## config.mk

```make
export PLATFORM = sky130hd
export DESIGN_NAME = vec_irq_periph
export DESIGN_NICKNAME = d
export VERILOG_FILES = /design/src/rtl/vip_pkg.sv /design/src/rtl/vip_decode.sv /design/src/rtl/vip_rx_capture.sv /design/src/rtl/vip_tx_register.sv /design/src/rtl/vip_read_mux.sv /design/src/rtl/vec_irq_periph.sv
export SDC_FILE = /design/constraint.sdc
export NUM_CORES = 1
export LEC_CHECK = 0
export ABC_CLOCK_PERIOD_IN_PS = 4370
export BUFFER_PORTS_ARGS = -buffer_cell sky130_fd_sc_hd__buf_2
export CORE_ASPECT_RATIO = 1.1
export CORE_MARGIN = 3
export CORE_UTILIZATION = 40
export CTS_CLUSTER_DIAMETER = 200
export DETAILED_ROUTE_END_ITERATION = 10
export PLACE_DENSITY = 0.76
export RECOVER_POWER = 25
export SLEW_MARGIN = 40
export SYNTH_ARGS = -nofsm -noshare
export SYNTH_HDL_FRONTEND = slang
export SYNTH_SLANG_ARGS = --single-unit
```

## constraint.sdc

```tcl
create_clock -name clk -period 4.37 [get_ports clk]
set_input_delay 0.437 -clock clk [delete_from_list [all_inputs] [get_ports clk]]
set_output_delay 0.437 -clock clk [all_outputs]
set_load 0.01 [all_outputs]
```

## src/rtl/vip_pkg.sv

```systemverilog
package vip_pkg;
  // Register offsets from the block base address; the service routine relies on them.
  localparam int RX_OFS   = 0;
  localparam int TX_OFS   = 1;
  localparam int STAT_OFS = 2;

  // Status register bit positions.
  localparam int STAT_OVR_BIT  = 0;
  localparam int STAT_FULL_BIT = 1;

  typedef enum logic [1:0] {
    SEL_NONE,
    SEL_RX,
    SEL_TX,
    SEL_STAT
  } reg_sel_e;
endpackage

```

## src/rtl/vip_decode.sv

```systemverilog
module vip_decode
  import vip_pkg::*;
#(
  parameter int              ADDR_W    = 16,
  parameter logic [ADDR_W-1:0] BASE_ADDR = 16'h8000
) (
  input  logic [ADDR_W-1:0] addr,
  output reg_sel_e          sel
);
  localparam logic [ADDR_W-1:0] RX_ADDR   = BASE_ADDR + ADDR_W'(RX_OFS);
  localparam logic [ADDR_W-1:0] TX_ADDR   = BASE_ADDR + ADDR_W'(TX_OFS);
  localparam logic [ADDR_W-1:0] STAT_ADDR = BASE_ADDR + ADDR_W'(STAT_OFS);

  always_comb begin
    if (addr == RX_ADDR)        sel = SEL_RX;
    else if (addr == TX_ADDR)   sel = SEL_TX;
    else if (addr == STAT_ADDR) sel = SEL_STAT;
    else                        sel = SEL_NONE;
  end
endmodule

```

## src/rtl/vip_rx_capture.sv

```systemverilog
module vip_rx_capture #(
  parameter int DATA_W = 8
) (
  input  logic              clk,
  input  logic              rst,
  input  logic              in_valid,
  input  logic [DATA_W-1:0] in_data,
  input  logic              rx_rd,
  input  logic              stat_rd,
  output logic [DATA_W-1:0] rx_data,
  output logic              full,
  output logic              overrun
);
  logic lost_word;

  // A word is lost only if one is pending and this cycle does not consume it.
  assign lost_word = in_valid & full & ~rx_rd;

  always_ff @(posedge clk) begin
    if (rst) begin
      rx_data <= '0;
      full    <= 1'b0;
      overrun <= 1'b0;
    end else begin
      if (in_valid) rx_data <= in_data;
      full    <= in_valid | (full & ~rx_rd);
      overrun <= lost_word | (overrun & ~stat_rd);
    end
  end
endmodule

```

## src/rtl/vip_tx_register.sv

```systemverilog
module vip_tx_register #(
  parameter int DATA_W = 8
) (
  input  logic              clk,
  input  logic              rst,
  input  logic              tx_wr,
  input  logic [DATA_W-1:0] wdata,
  output logic [DATA_W-1:0] tx_data,
  output logic              tx_update
);
  always_ff @(posedge clk) begin
    if (rst) begin
      tx_data   <= '0;
      tx_update <= 1'b0;
    end else begin
      tx_update <= tx_wr;
      if (tx_wr) tx_data <= wdata;
    end
  end
endmodule

```

## src/rtl/vip_read_mux.sv

```systemverilog
module vip_read_mux
  import vip_pkg::*;
#(
  parameter int                DATA_W = 8,
  parameter logic [DATA_W-1:0] VECTOR = 8'd16
) (
  input  logic              inta,
  input  logic              rd_en,
  input  reg_sel_e          sel,
  input  logic [DATA_W-1:0] rx_data,
  input  logic [DATA_W-1:0] tx_data,
  input  logic [DATA_W-1:0] status,
  output logic [DATA_W-1:0] rdata
);
  // The acknowledge takes priority; otherwise only a read of an own register drives the bus.
  always_comb begin
    rdata = '0;
    if (inta) begin
      rdata = VECTOR;
    end else if (rd_en) begin
      unique case (sel)
        SEL_RX:   rdata = rx_data;
        SEL_TX:   rdata = tx_data;
        SEL_STAT: rdata = status;
        default:  rdata = '0;
      endcase
    end
  end
endmodule

```

## src/rtl/vec_irq_periph.sv

```systemverilog
module vec_irq_periph
  import vip_pkg::*;
#(
  parameter int                DATA_W    = 8,
  parameter int                ADDR_W    = 16,
  parameter logic [ADDR_W-1:0] BASE_ADDR = 16'h8000,
  parameter logic [DATA_W-1:0] VECTOR    = 8'd16
) (
  input  logic              clk,
  input  logic              rst,
  input  logic              in_valid,
  output logic              in_ready,
  input  logic [DATA_W-1:0] in_data,
  input  logic [ADDR_W-1:0] addr,
  input  logic [DATA_W-1:0] wdata,
  input  logic              rd_en,
  input  logic              wr_en,
  output logic [DATA_W-1:0] rdata,
  output logic              irq,
  input  logic              inta,
  output logic [DATA_W-1:0] tx_data,
  output logic              tx_update
);
  reg_sel_e          sel;
  logic [DATA_W-1:0] rx_data;
  logic [DATA_W-1:0] status;
  logic              full;
  logic              overrun;
  logic              rx_rd;
  logic              stat_rd;
  logic              tx_wr;

  assign in_ready = 1'b1;

  vip_decode #(
    .ADDR_W   (ADDR_W),
    .BASE_ADDR(BASE_ADDR)
  ) u_decode (
    .addr(addr),
    .sel (sel)
  );

  // A read cycle answered by the vector has no side effect on the registers.
  assign rx_rd   = rd_en & ~inta & (sel == SEL_RX);
  assign stat_rd = rd_en & ~inta & (sel == SEL_STAT);
  assign tx_wr   = wr_en & (sel == SEL_TX);

  vip_rx_capture #(.DATA_W(DATA_W)) u_rx (
    .clk     (clk),
    .rst     (rst),
    .in_valid(in_valid),
    .in_data (in_data),
    .rx_rd   (rx_rd),
    .stat_rd (stat_rd),
    .rx_data (rx_data),
    .full    (full),
    .overrun (overrun)
  );

  vip_tx_register #(.DATA_W(DATA_W)) u_tx (
    .clk      (clk),
    .rst      (rst),
    .tx_wr    (tx_wr),
    .wdata    (wdata),
    .tx_data  (tx_data),
    .tx_update(tx_update)
  );

  always_comb begin
    status                = '0;
    status[STAT_OVR_BIT]  = overrun;
    status[STAT_FULL_BIT] = full;
  end

  vip_read_mux #(
    .DATA_W(DATA_W),
    .VECTOR(VECTOR)
  ) u_rmux (
    .inta   (inta),
    .rd_en  (rd_en),
    .sel    (sel),
    .rx_data(rx_data),
    .tx_data(tx_data),
    .status (status),
    .rdata  (rdata)
  );

  assign irq = full;
endmodule

```

# Word-level counts from Yosys, hierarchy flattened

Cells that the tools add are included.

Flip-flop bits (word level): 19
Bits in latches: 0
Memory bits (writable): 0
Bits in read-only memories: 0
Input port bits: 38
Output and inout bits: 19
Logic and storage cells: 30
Memories: 0

Add/sub/neg operators: 0
$mul: 0
Div/mod/pow operators: 0
$lt $le $gt $ge: 0
Eq/ne operators: 6
Shifts and indexed selects: 0
Multiplexer cells: 6
Bitwise gates (word level): 13
Reductions and logical operators: 0

Operators by type and width:

| kind                                          | number |
|---|---|
| == test 16 bit, second input constant         | 3 |
| one-hot mux 8 bit (3 select lines)            | 1 |
| 2-to-1 mux 8 bit                              | 2 |
| AND 1 bit                                     | 8 |
| 2-to-1 mux 2 bit                              | 3 |
| == test 2 bit, second input constant          | 2 |
| inverter 1 bit                                | 3 |
| == test 2 x 1 -> 1 bit, second input constant | 1 |
| bitwise OR 1 bit                              | 2 |

# Depth between registers and ports, before layout

Word-level depth: 9
Mapped depth: 5
Gate-level depth less buffers: 4

# By module

From an unflattened synthesis, not the netlist that was laid out.

Cells, all modules: 107
Area, all modules: 1022.2 sq um

Modules (own cells, without submodules):

| module          | times used | cells an instance | area an instance (sq um) | sequential area each (sq um) |
|---|---|---|---|---|
| vip_rx_capture  | 1          | 33                | 362.8                    | 200.2 |
| vip_tx_register | 1          | 28                | 312.8                    | 180.2 |
| vip_read_mux    | 1          | 31                | 240.2                    | 0.0 |
| vip_decode      | 1          | 9                 | 57.6                     | 0.0 |
| vec_irq_periph  | 1          | 6                 | 48.8                     | 0.0 |

# Worst setup path before layout

Ideal clock, no wire load.

Path kind: input to output
From: input addr[13]
To: output rdata[2]
Arrival: 1.510 ns
Required time: 3.933 ns
Slack: 2.423 ns
Stages on the path: 5
Path buffers: 1
Path through: nor4b_4 > nand4_1 > or3b_1 > buf_2 > nor2_1

Word-level cells in the longest chain between the ends: 8
Elaborated cells on any way between the ends: 12
Those cells by class: eq/ne (6); mux (6)

RTL lines:

| element                                                        | line                 | text |
|---|---|---|
| start, declared                                                | vec_irq_periph.sv:14 | `input logic [ADDR_W-1:0] addr,` |
| == test 16 bit                                                 | vip_decode.sv:17     | `else if (addr == STAT_ADDR) sel = SEL_STAT;` |
| 2-to-1 mux 2 bit                                               | vip_decode.sv:17     |  |
| 2-to-1 mux 2 bit                                               | vip_decode.sv:16     | `else if (addr == TX_ADDR) sel = SEL_TX;` |
| 2-to-1 mux 2 bit *                                             | vip_decode.sv:15     | `if (addr == RX_ADDR) sel = SEL_RX;` |
| == test 2 bit / == test 2 x 1 -> 1 bit (equally long branches) | vip_read_mux.sv:21   | `unique case (sel)` |
| one-hot mux 8 bit (3 select lines) *                           | vip_read_mux.sv:21   |  |
| 2-to-1 mux 8 bit *                                             | vip_read_mux.sv:20   | `end else if (rd_en) begin` |
| 2-to-1 mux 8 bit *                                             | vip_read_mux.sv:18   | `if (inta) begin` |
| end, declared                                                  | vec_irq_periph.sv:18 | `output logic [DATA_W-1:0] rdata,` |

Mark *: on every way between the ends. The rest lies on a longest branch, timed or not.

# Worst setup path in the final report

From: input addr[5]
To: output rdata[5]

Same word-level chain as after synthesis.

==> metrics.txt <==
# TYPE chip_impl_metric gauge
chip_impl_metric{name="setup_viol_count_final",unit=""} 0
chip_impl_metric{name="worst_clock_skew",unit="ns"} 0.001150
chip_impl_metric{name="power_report.internal_total",unit="uW"} 239.5
chip_impl_metric{name="row_count",unit=""} 18
chip_impl_metric{name="syn_to_final_growth",unit="%"} 29.01
chip_impl_metric{name="power_leakage",unit="nW"} 0.5963
chip_impl_metric{name="htreeDepth",unit=""} 1
chip_impl_metric{name="drt_first_pass_iters",unit=""} 4
chip_impl_metric{name="critPathRequiredTime",unit="ns"} 3.93
chip_impl_metric{name="post_cts_buffers",unit=""} 0
chip_impl_info{name="worst_path_max_delay_cell",value="sky130_fd_sc_hd__or3b_1"} 1
chip_impl_metric{name="clkPwrFrac",unit="%"} 26.5
chip_impl_metric{name="synth_cells",unit=""} 115
chip_impl_info{name="synth_ff_type",value="sky130_fd_sc_hd__dfxtp_1"} 1
chip_impl_metric{name="tot_gr_track_use",unit="%"} 17.55
chip_impl_metric{name="grt_overflow_total",unit=""} 0
chip_impl_info{name="cts-root-buf",value="sky130_fd_sc_hd__clkbuf_4"} 1
chip_impl_info{name="cp-start-kind",value="primary input"} 1
chip_impl_metric{name="grt_antenna_before_repair",unit=""} 0
chip_impl_metric{name="vias",unit=""} 1049
chip_impl_metric{name="timing.hold.worst_path_depth",unit=""} 3
chip_impl_metric{name="post_route_cells_drive_above_1_share",unit="%"} 37.20
chip_impl_metric{name="post_synthesis_register_bit_count",unit=""} 19
chip_impl_metric{name="finish.net_count",unit=""} 203
chip_impl_metric{name="finalWeightedCongestion",unit=""} 0.8244
chip_impl_metric{name="critical_path.n_buffers_inverters",unit=""} 2
chip_impl_info{name="critical_path.endpoint_type",value="output port"} 1
chip_impl_metric{name="cts_inserted_buffers",unit=""} 3
chip_impl_metric{name="netSwitchingPower",unit="uW"} 83.29
chip_impl_metric{name="finalCritPeriodShare",unit="%"} 57.65
chip_impl_metric{name="via_per_inst",unit=""} 5.407
chip_impl_info{name="cells_along_the_critical_path",value="buf_2, nor4_4, nand4_1, or3b_1, nor2_1, buf_2"} 1
chip_impl_metric{name="cellPowerDensity",unit="nW/um^2"} 246.9
chip_impl_metric{name="clk-insertion-delay-late",unit="ns"} 0.29
chip_impl_metric{name="cts.repair.resized",unit=""} 0
chip_impl_metric{name="buffer_ports.inserted",unit=""} 55
chip_impl_metric{name="routed_wirelength",unit="um"} 2713
chip_impl_info{name="post-synth-top-area-cell",value="sky130_fd_sc_hd__dfxtp_1"} 1
chip_impl_metric{name="synthesis.nets",unit=""} 153
chip_impl_metric{name="grt_max_degree",unit=""} 22
chip_impl_metric{name="die_area",unit="um^2"} 3174
chip_impl_metric{name="report.power.total",unit="uW"} 322.8
chip_impl_metric{name="pwr-share-comb",unit="%"} 16.6
chip_impl_metric{name="cts_buffer_depth",unit=""} 2
chip_impl_metric{name="routedWlPerCell",unit="um"} 13.98
chip_impl_info{name="critical_path.top_delay_family",value="simple AND/OR/NAND/NOR gates"} 1
chip_impl_metric{name="power_frac_seq",unit="%"} 56.8
chip_impl_info{name="netlist_top_cells_area",value="sky130_fd_sc_hd__dfxtp_1 38%, sky130_fd_sc_hd__mux2i_1 15%, sky130_fd_sc_hd__nor2_1 7.4%, sky130_fd_sc_hd__nand4b_1 6.9%, sky130_fd_sc_hd__a21oi_1 4.9%"} 1
chip_impl_info{name="worstHoldPathType",value="primary input to flop"} 1
chip_impl_metric{name="clock-sinks",unit=""} 19
chip_impl_info{name="hold_start",value="in_data[4]"} 1
chip_impl_metric{name="timing.critical_path.arrival",unit="ns"} 2.08
chip_impl_metric{name="drt_iter0_markers",unit=""} 13
chip_impl_metric{name="ioPinCount",unit=""} 57
chip_impl_metric{name="chip_height",unit="um"} 58.79
chip_impl_metric{name="max-cap-violations",unit=""} 0
chip_impl_info{name="crit_top_cell",value="sky130_fd_sc_hd__buf_2"} 1
chip_impl_metric{name="ir_worst_vdd",unit="uV"} 227.8
chip_impl_metric{name="worstMarginPinSlew",unit="ns"} 0.7044
chip_impl_metric{name="ff2ff_setup_slack",unit="ns"} 3.43
chip_impl_metric{name="antennaDiodeCount",unit=""} 0
chip_impl_info{name="min_to",value="u_rx.rx_data[4]"} 1
chip_impl_info{name="crit-reg2reg-capture",value="u_rx.overrun"} 1
chip_impl_metric{name="cts.clk_slew.worst_paths",unit="ns"} 0.11
chip_impl_metric{name="min_period",unit="ns"} 2.519
chip_impl_metric{name="synth.cell_area",unit="um^2"} 1013
chip_impl_metric{name="synth_warnings",unit=""} 0
chip_impl_metric{name="timing.critical_path.fanout_max",unit=""} 11
chip_impl_info{name="regToRegStartpoint",value="u_rx.full"} 1
chip_impl_metric{name="postSynth.asyncResetShare",unit="%"} 0
chip_impl_info{name="rsz0062_at_grt",value="false"} 1
chip_impl_metric{name="power.switching_fraction",unit="%"} 25.80
chip_impl_metric{name="reg2regPathDepth",unit=""} 3
chip_impl_metric{name="max-slew-margin-rel",unit="%"} 53.04
chip_impl_metric{name="drt.antenna.violating_nets",unit=""} 0
chip_impl_metric{name="number_of_hold_repair_buffers_added_at_the_cts_stage",unit=""} 0
chip_impl_metric{name="fmax",unit="GHz"} 0.3969
chip_impl_metric{name="synth.distinct_cells",unit=""} 27
chip_impl_metric{name="syn_avg_cell_area",unit="um^2"} 8.813
chip_impl_metric{name="finalHoldViolations",unit=""} 0
chip_impl_info{name="critPathKind",value="primary input to output port"} 1
chip_impl_metric{name="detailed_place.area",unit="um^2"} 1282
chip_impl_metric{name="dr_drc_count",unit=""} 0
chip_impl_metric{name="fin_tns_setup",unit="ns"} 0
chip_impl_info{name="cts_tree",value="done"} 1
chip_impl_metric{name="seq_area_frac_synth",unit="%"} 37.53
chip_impl_metric{name="die_w",unit="um"} 54.00
chip_impl_metric{name="first_global_vias",unit=""} 960
chip_impl_metric{name="initial_core_util",unit="%"} 43.69
chip_impl_metric{name="detailed_place_hpwl",unit="um"} 2114
chip_impl_metric{name="synth-edff-count",unit=""} 0
chip_impl_metric{name="finalMaxSlewViolations",unit=""} 0
chip_impl_metric{name="crit_path_max_incr_delay",unit="ns"} 0.58
chip_impl_metric{name="core_area",unit="um^2"} 2320
chip_impl_info{name="run_status",value="finished, final reports clean"} 1
chip_impl_metric{name="global_route_wire_length_before_repair",unit="um"} 4243
chip_impl_metric{name="synth_largest_type_area_fraction",unit="%"} 37.53
chip_impl_metric{name="layout.cell_area.non_filler",unit="um^2"} 1308
-- power groups by stage --
stage | combinational [mW] | clock, mW | sequential (mW)
after global routing | 0.0594 | 0.0998 | 0.184
final | 0.0537 | 0.0857 | 0.183
after detailed placement | 0.0538 | 0 | 0.187
after CTS | 0.0540 | 0.0917 | 0.184
after global placement | 0.0519 | 0 | 0.187
after floorplan | 0.0281 | 0 | 0.186
-- how the worst max path moves through the flow --
stage	to	start	slack, ns	cells after the start
global placement	rdata[6]	addr[13]	1.91	6
detailed placement	rdata[5]	addr[5]	1.85	6
floorplan	rdata[2]	addr[13]	2.42	5
finish	rdata[5]	addr[5]	1.85	6
global route	rdata[5]	addr[13]	1.68	6
CTS	rdata[5]	addr[5]	1.83	6
-- registers in the layout (all words and copies together), names as in the netlist --
name,cells
u_rx.rx_data,8
u_tx.tx_update,1
u_rx.overrun,1
u_tx.tx_data,8
u_rx.full,1
-- metal layers --
layer  global-route usage [%]  vias up  part of all wire [%]
li1                         -      515                     -
met1                    24.25      477                    43
met2                    28.37       55                    46
met3                    3.544        2                    11
met4                    3.203        0                  0.44
met5                        0        -                     0
-- synth_stat cells, drive strengths merged, types with 2 or more instances --
master	instances
nor2	20
dfxtp	19
mux2i	15
a21oi	10
o21ai	10
nand4b	8
buf	5
clkbuf	5
nand2	3
nor3	3
nor4	3
nand4	2
nor4b	2
-- kinds of logic (layout without fill, tap and decap cells) --
logic type | Yosys count | count (layout) | synth area share (%)
DFF | 19 | 19 | 37.53
muxes | 16 | 16 | 15.93
buffers and inverters | 11 | 60 | 4.692
AOI/OAI and AO/OA | 22 | 22 | 11.73
and+or+nand+nor | 46 | 46 | 29.75
other | 1 | 1 | 0.3700
-- tightest hold or removal path, cell delays in order --
cell and delay, ns:
sky130_fd_sc_hd__buf_2 0.07, sky130_fd_sc_hd__mux2i_1 0.05, sky130_fd_sc_hd__nor2_1 0.07
-- final cells by class --
class | count | area, um^2
Sequential cell | 19 | 380.4
Clock inverter | 1 | 5.005
Timing Repair Buffer | 55 | 272.8
Multi-Input combinational cell | 85 | 585.6
Clock buffer | 3 | 22.52
Inverter | 1 | 3.754
Tap cell | 30 | 37.54
Fill cell | 221 | 1012
-- cells in the final DEF, fill, tap and decap left out, drive strengths merged --
cell / count
a41oi: 1
buf: 53
or3b: 1
nor2: 20
and2: 1
nand4b: 8
inv: 1
nor2b: 1
a21oi: 10
mux2: 1
mux2i: 15
nand2: 3
dfxtp: 19
conb: 1
nand2b: 1
a221o: 1
nor4: 3
clkinv: 1
nand4: 2
nor4b: 2
nor3: 3
and4: 1
o21ai: 10
clkbuf: 5
-- stage by stage --
step | cells | hold WS, ns | util, % | setup slack (ns)
final | 194 | 0.3738 | 56.36 | 1.851
after global routing | 194 | 0.3564 | 56.36 | 1.684
after CTS | 194 | 0.3648 | 56.47 | 1.834
after detailed placement | 190 | 0.4844 | 55.29 | 1.850
after global placement | 190 | 0.4765 | 55.29 | 1.908
after floorplan | 115 | 0.4561 | - | 2.423
Power figures use the tool's default switching activity.
